**config.mk**
```make
export PLATFORM = sky130hd
export DESIGN_NAME = pic_cmd_seq
export DESIGN_NICKNAME = d
export VERILOG_FILES = /design/src/rtl/pic_cmd_seq.sv
export SDC_FILE = /design/constraint.sdc
export NUM_CORES = 1
export LEC_CHECK = 0
export BUFFER_PORTS_ARGS = -buffer_cell sky130_fd_sc_hd__buf_4
export CAP_MARGIN = 10
export CORE_UTILIZATION = 45
export DETAILED_ROUTE_END_ITERATION = 12
export GPL_TIMING_DRIVEN = 0
export PLACE_DENSITY_LB_ADDON = 0.12
export SYNTH_ARGS = -nofsm -noshare
export SYNTH_HDL_FRONTEND = slang
export SYNTH_SLANG_ARGS = --single-unit
export TNS_END_PERCENT = 5
```
**constraint.sdc**
```tcl
create_clock -name clk -period 4.5 [get_ports clk]
set_clock_uncertainty 0.1 [all_clocks]
set_input_delay 0.9 -clock clk [delete_from_list [all_inputs] [get_ports clk]]
set_output_delay 0.9 -clock clk [all_outputs]
set_load 0.01 [all_outputs]
```
**src/rtl/pic_cmd_seq.sv**
```systemverilog
module pic_cmd_seq #(
  parameter logic [7:0] TRIG_WMASK = 8'hF8
) (
  input  logic       clk,
  input  logic       rst_n,
  input  logic       wr_en,
  input  logic       rd_en,
  input  logic       addr,
  input  logic [7:0] wdata,
  input  logic       trig_wr,
  input  logic [7:0] irr,
  input  logic [7:0] isr,
  input  logic       poll_valid,
  input  logic [2:0] poll_line,
  output logic [7:0] rdata,
  output logic [7:0] mask,
  output logic [4:0] vec_base,
  output logic [2:0] base,
  output logic       single_mode,
  output logic       auto_eoi,
  output logic       nested_mode,
  output logic       rot_on_aeoi,
  output logic       special_mask,
  output logic [7:0] trig_mode,
  output logic       init_clr,
  output logic [7:0] isr_clr,
  output logic       ack,
  output logic [2:0] ack_line
);

  typedef enum logic [1:0] {S_RUN, S_VEC, S_CASC, S_MODE} st_t;
  st_t  st;
  logic need_mode, poll_q, rsel;

  wire       cmd_w = wr_en && !addr;
  wire       dat_w = wr_en && addr;
  wire       start = cmd_w && wdata[4];
  wire       optw  = cmd_w && !wdata[4] && wdata[3];
  wire       ordw  = cmd_w && !wdata[4] && !wdata[3];
  wire [2:0] code  = wdata[7:5];
  wire [2:0] lin   = wdata[2:0];

  logic       top_hit;
  logic [2:0] top_line;
  logic [2:0] idx;

  always_comb begin
    top_hit  = 1'b0;
    top_line = '0;
    idx      = '0;
    for (int k = 7; k >= 0; k--) begin
      idx = base + k[2:0];
      if (isr[idx]) begin
        top_hit  = 1'b1;
        top_line = idx;
      end
    end
  end

  always_ff @(posedge clk or negedge rst_n) begin
    if (!rst_n) begin
      st <= S_RUN;
      need_mode <= 1'b0;
      poll_q <= 1'b0;
      rsel <= 1'b0;
      rdata <= '0;
      mask <= '0;
      vec_base <= '0;
      base <= '0;
      single_mode <= 1'b0;
      auto_eoi <= 1'b0;
      nested_mode <= 1'b0;
      rot_on_aeoi <= 1'b0;
      special_mask <= 1'b0;
      trig_mode <= '0;
      init_clr <= 1'b0;
      isr_clr <= '0;
      ack <= 1'b0;
      ack_line <= '0;
    end else begin
      init_clr <= 1'b0;
      isr_clr  <= '0;
      ack      <= 1'b0;

      if (trig_wr) trig_mode <= wdata & TRIG_WMASK;

      if (start) begin
        mask <= '0;
        vec_base <= '0;
        base <= '0;
        auto_eoi <= 1'b0;
        nested_mode <= 1'b0;
        rot_on_aeoi <= 1'b0;
        special_mask <= 1'b0;
        rsel <= 1'b0;
        poll_q <= 1'b0;
        need_mode <= wdata[0];
        single_mode <= wdata[1];
        init_clr <= 1'b1;
        st <= S_VEC;
      end else if (optw) begin
        if (wdata[2]) poll_q <= 1'b1;
        if (wdata[1]) rsel <= wdata[0];
        if (wdata[6]) special_mask <= wdata[5];
      end else if (ordw) begin
        case (code)
          3'd0, 3'd4: rot_on_aeoi <= code[2];
          3'd1, 3'd5: if (top_hit) begin
            isr_clr <= 8'b1 << top_line;
            if (code[2]) base <= top_line + 3'd1;
          end
          3'd3: isr_clr <= 8'b1 << lin;
          3'd6: base <= lin + 3'd1;
          3'd7: begin
            isr_clr <= 8'b1 << lin;
            base <= lin + 3'd1;
          end
          default: ;
        endcase
      end

      if (dat_w) begin
        case (st)
          S_RUN:  mask <= wdata;
          S_VEC: begin
            vec_base <= wdata[7:3];
            st <= single_mode ? (need_mode ? S_MODE : S_RUN) : S_CASC;
          end
          S_CASC: st <= need_mode ? S_MODE : S_RUN;
          S_MODE: begin
            nested_mode <= wdata[4];
            auto_eoi <= wdata[1];
            st <= S_RUN;
          end
          default: st <= S_RUN;
        endcase
      end

      if (rd_en) begin
        if (poll_q) begin
          poll_q <= 1'b0;
          if (poll_valid) begin
            rdata <= {5'b10000, poll_line};
            ack <= 1'b1;
            ack_line <= poll_line;
          end else begin
            rdata <= '0;
          end
        end else begin
          rdata <= addr ? mask : (rsel ? isr : irr);
        end
      end
    end
  end

endmodule


```
==> results_dict.tcl <==
set metrics [dict create \
    run_status "completed" \
    max-slew-margin-rel 0.549 \
    rr_startpoint "base[0]" \
    crit_path_max_fanout 10 \
    nFillCells 675 \
    startpoint_type "flop" \
    fin_tns_setup_ns 0 \
    hold_class "flop to flop" \
    critPathLaunch "base[0]" \
    stdcell_area_mm2 0.00419 \
    cts_buffer_depth 2 \
    yosys_warnings 0 \
    core_area_mm2 0.00725 \
    clk_latency_ns 0.30 \
    drtIter0Drc 123 \
    ys_seq_elements 52 \
    utilization 0.578 \
    placed_area_mm2 0.00410 \
    endpoint_kind "flop" \
    drcViolationCount 0 \
    port_buffers 78 \
    p_int_mw 1.14 \
    num_io_pins 84 \
    grt_pass1_wl_um 13500 \
    pre_cts_ws_ns -0.342 \
    slowest_delay_ns 0.61 \
    fin_crit_sh 0.931 \
    required_ns 4.56 \
    clock-sinks 52 \
    cts_tree "yes" \
    synthFlopType "dfrtp_1" \
    async_reset_ff_frac 1.00 \
    nets 492 \
    max_freq_mhz 239 \
    p_comb_frac 0.559 \
    ys_seq_area_frac 0.384 \
    power_mw 1.94 \
    netSwitchingFraction 0.409 \
    p_per_area_mw_per_mm2 462 \
    max-vdd-ir-drop_mv 0.210 \
    hpwl_um 6670 \
    cts-root-buf "clkbuf_8" \
    grt_pass1_vias 2807 \
    wl_per_cell_um 15.6 \
    overflow 0 \
    grt_usage 0.224 \
    final_common_cell "buf_4" \
    worst_slack_ns 0.310 \
    path_class "flop to flop" \
    final_cell_mix "buf_4 (81), dfrtp_1 (52), nand2_1 (45)" \
    grt_use_met2 0.374 \
    grt_max_degree 53 \
    rows 31 \
    cp_cell_sequence "buf_6 -> buf_2 -> inv_1 -> ha_1 -> buf_2 -> mux4_2 -> mux2i_2 -> o21ai_0 -> a31o_1 -> a221o_1 -> nor2_1 -> a21oi_1 -> ha_1 -> a22oi_1 -> o22ai_1" \
    routed_via_density 5.57 \
    tightestPinTransition_ns 0.676 \
    cp_slowest_cell "mux4_2" \
    rsz0062_at_grt "no" \
    via_count 3084 \
    cts_buffers 5 \
    first_pass_iters 4 \
    synth_cells 369 \
    worstHoldStart "vec_base[4]" \
    drt-total-wl_um 8630 \
    setup_viol 0 \
    use_met3 0.0448 \
    diodes 0 \
    final_max_slew_viol_count 0 \
    cts_max_level 2 \
    pwr-share-clk 0.128 \
    synth.distinct_cells 57 \
    clk_pin_slew_ns 0.09 \
    synthToLayoutAreaGrowth_pct 23.8 \
    die_y_um 88.8 \
    fp.dieArea_mm2 0.00788 \
    synth-edff-count 0 \
    leakage_nw 1.90 \
    min_period_ns 4.19 \
    drv_cap 0 \
    syn_area_mm2 0.00339 \
    antenna_left 0 \
    antenna_found_initial 0 \
    avgSynthCellArea_um2 9.18 \
    seq_power_share 0.313 \
    power.switching_uw 792 \
    gp_congestion 0.867 \
    grt_busiest_layer "met2" \
    finalHoldViolCount 0 \
    initial_utilization 0.467 \
    met1_usage 0.298 \
    crit_arrival_ns 4.25 \
    dieWidth_um 88.8 \
    drive_above_1_share 0.279 \
]
[path summary, 6_finish.rpt]
kind | endpoint | slack, ns | depth (start not counted)
min reg2reg | vec_base[4] | 0.41 | 1
min in group asynchronous | isr_clr[0] | 0.53 | 1
min | vec_base[4] | 0.41 | 1
max reg2reg | base[1] | 0.31 | 15
max in group asynchronous | rdata[7] | 3.33 | 1
max | base[1] | 0.31 | 15
[power groups by stage]
stage               sequential [mW]  combinational [mW]  clock [mW]
floorplan                     0.637               0.721           0
global placement              0.616                1.05           0
detailed placement            0.617                1.06           0
CTS                           0.608                1.08       0.255
global route                  0.616                1.19       0.272
finish                        0.606                1.08       0.247
[layer usage]
layer  wire [um]  vias to the layer above
met5           0                        -
met4         159                        0
met1        3890                     1470
met2        4160                       87
met3         423                       12
li1            -                     1515
[final cells by class]
| cell class | count | area (um2) | area share |
|---|---|---|---|
| Sequential cell | 52 | 1300 | 0.310 |
| Buffer | 23 | 119 | 0.0283 |
| Clock inverter | 1 | 5.00 | 0.00119 |
| Inverter | 17 | 63.8 | 0.0152 |
| Clock buffer | 6 | 72.6 | 0.0173 |
| Tap cell | 99 | 124 | 0.0295 |
| Timing Repair Buffer | 78 | 586 | 0.140 |
| Multi-Input combinational cell | 278 | 1920 | 0.458 |
[repair_timing]
item | in CTS | in global routing
endpoints found under the setup margin | 2 | 2
resized for setup | 1 | 2
hold buffers | 0 | 0
setup buffers | 0 | 0
[per-stage QoR]
step | hold WS [ns] | instances
after floorplan | 0.433 | 371
after global placement | 0.385 | 548
after detailed placement | 0.390 | 548
after CTS | 0.411 | 554
after global routing | 0.426 | 554
final | 0.409 | 554
[cells by family (layout without fill, tap and decap cells)]
| family | Yosys count | count (layout) | synth area share |
|---|---|---|---|
| mux | 39 | 39 | 0.166 |
| fa+ha+maj | 3 | 3 | 0.0111 |
| compound gates | 99 | 99 | 0.194 |
| other cells | 1 | 3 | 0.00111 |
| buf+inv | 41 | 125 | 0.0543 |
| flops | 52 | 52 | 0.384 |
| xor+xnor | 4 | 4 | 0.0103 |
| simple gates | 130 | 130 | 0.179 |
[synth_stat cells (3+ instances only)]
library cell,instances,share of area
inv_1,17,0.019
o31ai_1,4,0.0089
mux2i_1,15,0.044
mux2_2,11,0.037
o22ai_1,9,0.017
nand3_1,11,0.016
mux4_2,11,0.073
buf_4,3,0.0066
nor3_1,7,0.010
a22o_1,5,0.013
nand2b_1,6,0.011
nand4_1,3,0.0055
buf_2,3,0.0044
o221ai_1,3,0.0078
or3_1,4,0.0074
and2_1,3,0.0055
dfrtp_1,52,0.38
nand3b_1,3,0.0066
a21oi_1,25,0.037
or2_2,4,0.0074
a31oi_1,7,0.013
clkbuf_1,16,0.018
a22oi_1,3,0.0066
ha_1,3,0.011
o21ai_0,22,0.033
nor2_1,35,0.039
nand2_1,45,0.050
[sequential cells by signal, indices dropped and copies added (netlist names), 2 cells and up]
name / flops
isr_clr: 8
mask: 8
rdata: 8
trig_mode: 5
vec_base: 5
ack_line: 3
base: 3
st: 2
[worst max-delay path: cells and delay by family, from the launching register on]
| family | cells | cell delay, ns |
|---|---|---|
| AO/OA/AOI/OAI | 6 | 1.08 |
| adder cells (fa/ha/maj) | 2 | 0.59 |
| AND/OR/NAND/NOR | 1 | 0.15 |
| flip-flops | 1 | 0.40 |
| multiplexers | 2 | 0.93 |
| buffers and inverters | 4 | 0.79 |
(Power assumes the default switching activity.)
